==> src/rtl/wrr_pkg.sv <==
package wrr_pkg;

    // Kind of decision taken at a clock edge.
    typedef enum logic [1:0] {
        DEC_HOLD = 2'd0,   // packet in progress, keep grant
        DEC_CONT = 2'd1,   // same holder, next packet of its turn
        DEC_NEW  = 2'd2,   // new turn starts
        DEC_IDLE = 2'd3    // nothing eligible
    } dec_e;

endpackage

==> src/rtl/wrr_rr_pick.sv <==
module wrr_rr_pick #(
    parameter int N_IN = 4,
    parameter int IW   = 2
) (
    input  logic [N_IN-1:0] req_i,
    input  logic [IW-1:0]   start_i,
    output logic            found_o,
    output logic [IW-1:0]   idx_o
);

    // Rotating-priority search: lowest offset from start_i wins.
    always_comb begin
        found_o = 1'b0;
        idx_o   = '0;
        for (int k = 0; k < N_IN; k++) begin
            int p;
            p = int'(start_i) + k;
            if (p >= N_IN) p = p - N_IN;
            if (!found_o && req_i[p]) begin
                found_o = 1'b1;
                idx_o   = IW'(p);
            end
        end
    end

endmodule

==> src/rtl/wrr_weight_mux.sv <==
module wrr_weight_mux #(
    parameter int N_IN = 4,
    parameter int WB   = 4,
    parameter int IW   = 2
) (
    input  logic [N_IN*WB-1:0] weights_i,
    input  logic [IW-1:0]      idx_i,
    output logic [WB-1:0]      wt_o
);

    logic [WB-1:0] tbl [N_IN];

    for (genvar g = 0; g < N_IN; g++) begin : g_unpack
        assign tbl[g] = weights_i[g*WB +: WB];
    end

    assign wt_o = tbl[idx_i];

endmodule

==> src/rtl/wrr_out_sched.sv <==
module wrr_out_sched
    import wrr_pkg::*;
#(
    parameter int N_IN = 4,
    parameter int WB   = 4,
    parameter int IW   = (N_IN > 1) ? $clog2(N_IN) : 1
) (
    input  logic               clk,
    input  logic               rst_n,
    input  logic [N_IN-1:0]    avail_i,
    input  logic               eop_i,
    input  logic [N_IN*WB-1:0] weights_i,
    output logic [N_IN-1:0]    grant_o,
    output logic [IW-1:0]      sel_o,
    output logic               valid_o
);

    localparam logic [IW-1:0] LAST_IDX = IW'(N_IN - 1);

    typedef struct packed {
        logic          busy;
        logic [IW-1:0] sel;
        logic [IW-1:0] ptr;
        logic [WB-1:0] cnt;   // packets left in the turn after the current one
    } st_t;

    st_t           st_q, st_d;
    dec_e          dec;
    logic [IW-1:0] after_sel;
    logic [IW-1:0] start;
    logic          pick_found;
    logic [IW-1:0] pick_idx;
    logic [WB-1:0] pick_wt;

    // Position after the current holder, with wrap.
    always_comb begin
        after_sel = (st_q.sel == LAST_IDX) ? '0 : st_q.sel + 1'b1;
        start     = st_q.busy ? after_sel : st_q.ptr;
    end

    wrr_rr_pick #(.N_IN(N_IN), .IW(IW)) u_pick (
        .req_i   (avail_i),
        .start_i (start),
        .found_o (pick_found),
        .idx_o   (pick_idx)
    );

    wrr_weight_mux #(.N_IN(N_IN), .WB(WB), .IW(IW)) u_wmux (
        .weights_i (weights_i),
        .idx_i     (pick_idx),
        .wt_o      (pick_wt)
    );

    // Decision and next state.
    always_comb begin
        if (st_q.busy && !eop_i)
            dec = DEC_HOLD;
        else if (st_q.busy && eop_i && (st_q.cnt != '0) && avail_i[st_q.sel])
            dec = DEC_CONT;
        else if (pick_found)
            dec = DEC_NEW;
        else
            dec = DEC_IDLE;

        st_d = st_q;
        unique case (dec)
            DEC_HOLD: st_d = st_q;
            DEC_CONT: st_d.cnt = st_q.cnt - 1'b1;
            DEC_NEW: begin
                st_d.busy = 1'b1;
                st_d.sel  = pick_idx;
                st_d.ptr  = start;
                st_d.cnt  = (pick_wt == '0) ? '0 : pick_wt - 1'b1;
            end
            DEC_IDLE: begin
                st_d.busy = 1'b0;
                st_d.ptr  = start;
                st_d.cnt  = '0;
            end
            default: st_d = st_q;
        endcase
    end

    always_ff @(posedge clk) begin
        if (!rst_n) st_q <= '0;
        else        st_q <= st_d;
    end

    always_comb begin
        grant_o = '0;
        if (st_q.busy) grant_o[st_q.sel] = 1'b1;
    end

    assign sel_o   = st_q.sel;
    assign valid_o = st_q.busy;

    // a packet in flight keeps its grant.
    a_r3_hold: assert property (@(posedge clk) disable iff (!rst_n)
        (valid_o && !eop_i) |=> (valid_o && $stable(sel_o)));

    // a grant that starts from idle goes to a crosspoint that was available.
    a_r2_eligible: assert property (@(posedge clk) disable iff (!rst_n)
        (!valid_o) |=> (!valid_o || (|($past(avail_i) & grant_o))));

    // no eligible crosspoint while idle keeps the output idle.
    a_r9_idle: assert property (@(posedge clk) disable iff (!rst_n)
        (!valid_o && (avail_i == '0)) |=> !valid_o);

    // end of packet with any eligible crosspoint leaves no gap.
    a_r4_no_gap: assert property (@(posedge clk) disable iff (!rst_n)
        (valid_o && eop_i && (avail_i != '0)) |=> valid_o);

    // a holder that is no longer available loses the grant at its end of packet.
    a_r8_turn_end: assert property (@(posedge clk) disable iff (!rst_n)
        (valid_o && eop_i && ((avail_i & grant_o) == '0)) |=>
            (!valid_o || (sel_o != $past(sel_o))));

endmodule

==> config.mk <==
export PLATFORM = sky130hd
export DESIGN_NAME = wrr_out_sched
export DESIGN_NICKNAME = d
export VERILOG_FILES = /design/src/rtl/wrr_pkg.sv /design/src/rtl/wrr_rr_pick.sv /design/src/rtl/wrr_weight_mux.sv /design/src/rtl/wrr_out_sched.sv
export SDC_FILE = /design/constraint.sdc
export NUM_CORES = 1
export LEC_CHECK = 0
export ABC_AREA = 1
export BUFFER_PORTS_ARGS = -buffer_cell sky130_fd_sc_hd__buf_2
export CAP_MARGIN = 20
export CORE_MARGIN = 4
export CORE_UTILIZATION = 57
export CTS_CLUSTER_DIAMETER = 30
export CTS_CLUSTER_SIZE = 14
export DETAILED_ROUTE_END_ITERATION = 7
export GPL_TIMING_DRIVEN = 0
export PLACE_DENSITY = 0.9
export SETUP_SLACK_MARGIN = 0.05
export SYNTH_ARGS = -nofsm -noshare
export SYNTH_HDL_FRONTEND = slang
export SYNTH_SLANG_ARGS = --single-unit
==> constraint.sdc <==
create_clock -name clk -period 5.9 [get_ports clk]
set_input_delay 0.59 -clock clk [delete_from_list [all_inputs] [get_ports clk]]
set_output_delay 0.59 -clock clk [all_outputs]
set_load 0.01 [all_outputs]
==> impl_metrics.csv <==
group,metric,value,unit
run_status,status,"complete, no violations",
floorplan,die_x,53.3,µm
timing,holdWs,0.552,ns
yosys,synth_cells,204,
timing,rsz0062_at_grt,"false",
cts,cts_resized,0,
timing,hold_viol_final,0,
grt,grt_pass1_wl,4640,µm
yosys,synth-seq-cells,9,
detailed_routing,num_vias,1343,
pwr,cellLeakagePower,0.792,nW
yosys,ys_async_sr_fraction,0,
layout,fin_cells,264,
yosys,synth_area_leaders,"nand2_1 18%, nand3_1 16%, dfxtp_1 15%, inv_1 10%, ha_1 6.4%",
floorplan,core-area,0.00196,mm²
critical_path,cp-end-kind,"flop",
detailed_routing,wl_per_cell,10.2,µm
yosys,yosys_warnings,0,
cts,cts_buffers,3,
timing,maxSlewHeadroom,0.743,
detailed_routing,postRouteAntennaNets,0,
detailed_routing,drt-initial-drc-count,36,
layout,antenna_cells,0,
cts,cts_tree,"built",
layout,fill_cells,199,
critical_path,cp.arrival,3.26,ns
timing,period_share,0.521,
timing,finalSetupViolations,0,
critical_path,cp-start-kind,"flop",
timing,skew,0.00360,ns
grt,grt-ovfl-total,0,
critical_path,regToRegSetupSlack,2.83,ns
pwr,cellPowerDensity,711,mW/mm²
floorplan,initial_utilization,0.595,
detailed_routing,drc_errors,0,
cts,cts_max_level,1,
placed_design,place.gp.congestion,0.843,
grt,grt_pass1_vias,1173,
flow_run,maxCapViolCount,0,
floorplan,io_pins,30,
placed_design,dp.cells,260,
timing,setup_tns,0,ns
detailed_routing,routed_wl,2700,µm
layout,fin_area,0.00137,mm²
placed_design,numPortBuffers,29,
critical_path,required,6.09,ns
cts,worstSkewPairLatency,0.26,ns
yosys,avgSynthCellArea,5.72,µm²
grt,grt_max_degree,11,
layout,nets,267,
critical_path,reg2regPathDepth,21,
grt,grt_util_all_layers,0.214,
cts,cts_setup_buffers,0,
yosys,syn-cell-area,0.00117,mm²
timing,fmax,326,MHz
yosys,synth.top_cell.area_share,0.177,
yosys,synth-main-ff-cell,"dfxtp_1",
cts,clk_transition_reported_paths,0.06,ns
placed_design,dp_hpwl,2120,µm
detailed_routing,first_pass_iters,4,
cts,ctsHoldBuffers,0,
grt,grt_antenna_before_repair,0,
placed_design,dpl_cell_area,0.00135,mm²
timing,fin_crit,3.07,ns
floorplan,fp.dieH,53.3,µm
floorplan,rows,16,
yosys,synth.most_common_cell,"nand2_1",
yosys,synth_top_area_cell,"nand2_1",
critical_path,worst-setup-path-type,"reg -> reg",
cts,clkSinkCount,9,
timing,slew_violations,0,
cts,ctsLongestPathBuffers,2,
layout,drive_gt1_frac,0.241,
layout,area_delta_synth_final,17.6,%
yosys,yosysUniqueCellTypes,25,
yosys,netlist_top_cells_count,"55 x nand2_1, 37 x nand3_1, 31 x inv_1",
min_path,holdCritPathClass,"reg -> reg",
timing,worstMarginPinSlew,0.384,ns
min_path,min_delay_path_depth,2,
yosys,synth_edf_count,0,
pwr,ir_worst_vdd,0.000484,V
cts,cts-root-buf,"clkbuf_4",
yosys,yosysSeqAreaShare,0.154,
floorplan,dieArea,0.00284,mm²
yosys,synth.net_count,233,
critical_path,path_max_fanout,10,
detailed_routing,viasPerCell,5.09,
==> sequential cells by signal, indices dropped and copies added, names as in the netlist <==
| register | cells |
|---|---|
| valid_o | 1 |
| st_q | 6 |
| sel_o | 2 |
==> worst max-delay path, cell delays in order (launching register included) <==
cell and delay (ns):
dfxtp_1 0.52, inv_1 0.15, ha_1 0.33, inv_1 0.06, nand2_1 0.06, nand2_2 0.13
nand3_1 0.09, nand2_1 0.11, nand2_1 0.06, nand2_1 0.09, nand4_2 0.12, nand3_1 0.10
buf_2 0.21, nand3_1 0.09, nand3_1 0.08, nand2_1 0.09, ha_1 0.24, nand3_1 0.11
nor2_2 0.05, nor2_4 0.10, nand3_1 0.09, a21oi_1 0.12
==> stage by stage <==
step	util	total power [mW]	worst slack [ns]
floorplan	-	0.773	3.24
global placement	0.686	0.908	2.91
detailed placement	0.686	0.922	2.86
CTS	0.700	0.978	2.83
global route	0.700	1.11	2.47
finish	0.700	0.976	2.83
==> logic make-up (layout without fill, tap and decap cells) <==
group	after synthesis	after routing	share of synthesized area
buf+inv	39	72	0.149
xor+xnor	1	1	0.00750
compound gates	34	34	0.153
flops	9	9	0.154
fa+ha+maj	6	6	0.0643
simple gates	115	115	0.472
==> cells in the final DEF, fill, tap and decap left out <==
cell	netlist	layout
o21ai_0	14	14
nand3_1	37	37
nor2_2	3	3
o311a_1	1	1
clkbuf_1	0	1
o21ai_1	5	5
inv_1	31	31
nand2_4	2	2
nand2_1	55	55
ha_1	6	6
nand3b_1	1	1
nand4_1	1	1
clkbuf_4	0	3
nand2_2	10	10
a31oi_1	1	1
dfxtp_1	9	9
buf_4	3	3
o211ai_1	1	1
nand4_2	1	1
nor2_1	3	3
buf_2	1	30
xnor2_1	1	1
a21oi_1	12	12
inv_2	2	2
buf_6	2	2
nor2_4	1	1
or2_1	1	1
==> layout make-up <==
class | count | area, µm² | share of cell area
timing repair buffer | 29 | 145 | 0.106
inverter | 33 | 124 | 0.0902
clock buffer | 4 | 26.3 | 0.0191
tap | 27 | 33.8 | 0.0246
buffer | 6 | 50.0 | 0.0365
multi-input combinational | 156 | 813 | 0.593
sequential | 9 | 180 | 0.131
==> metal layers <==
layer / up-vias / global-route usage / wire length, µm
met1: 570 / 0.285 / 1270
met3: 6 / 0.0169 / 163
met2: 41 / 0.359 / 1220
li1: 726 / - / -
met4: 0 / 0.0638 / 44
met5: - / 0 / 0
==> report_power, final <==
group	internal, mW	leakage, nW	switching [mW]	total [mW]
combinational	0.307	0.702	0.513	0.820
clock	0.0260	0.0150	0.0209	0.0469
sequential	0.0864	0.0748	0.0230	0.109
total	0.419	0.792	0.557	0.976
==> worst paths after layout <==
check | startpoint | end
min reg2reg | st_q[1]$_SDFFE_PN0P_ | st_q[1]$_SDFFE_PN0P_
max reg2reg | sel_o[0]$_SDFFE_PN0P_ | st_q[3]$_SDFFE_PN0P_
max | sel_o[0]$_SDFFE_PN0P_ | st_q[3]$_SDFFE_PN0P_
min | st_q[1]$_SDFFE_PN0P_ | st_q[1]$_SDFFE_PN0P_
Note: power is estimated with default switching activity, not from simulation.
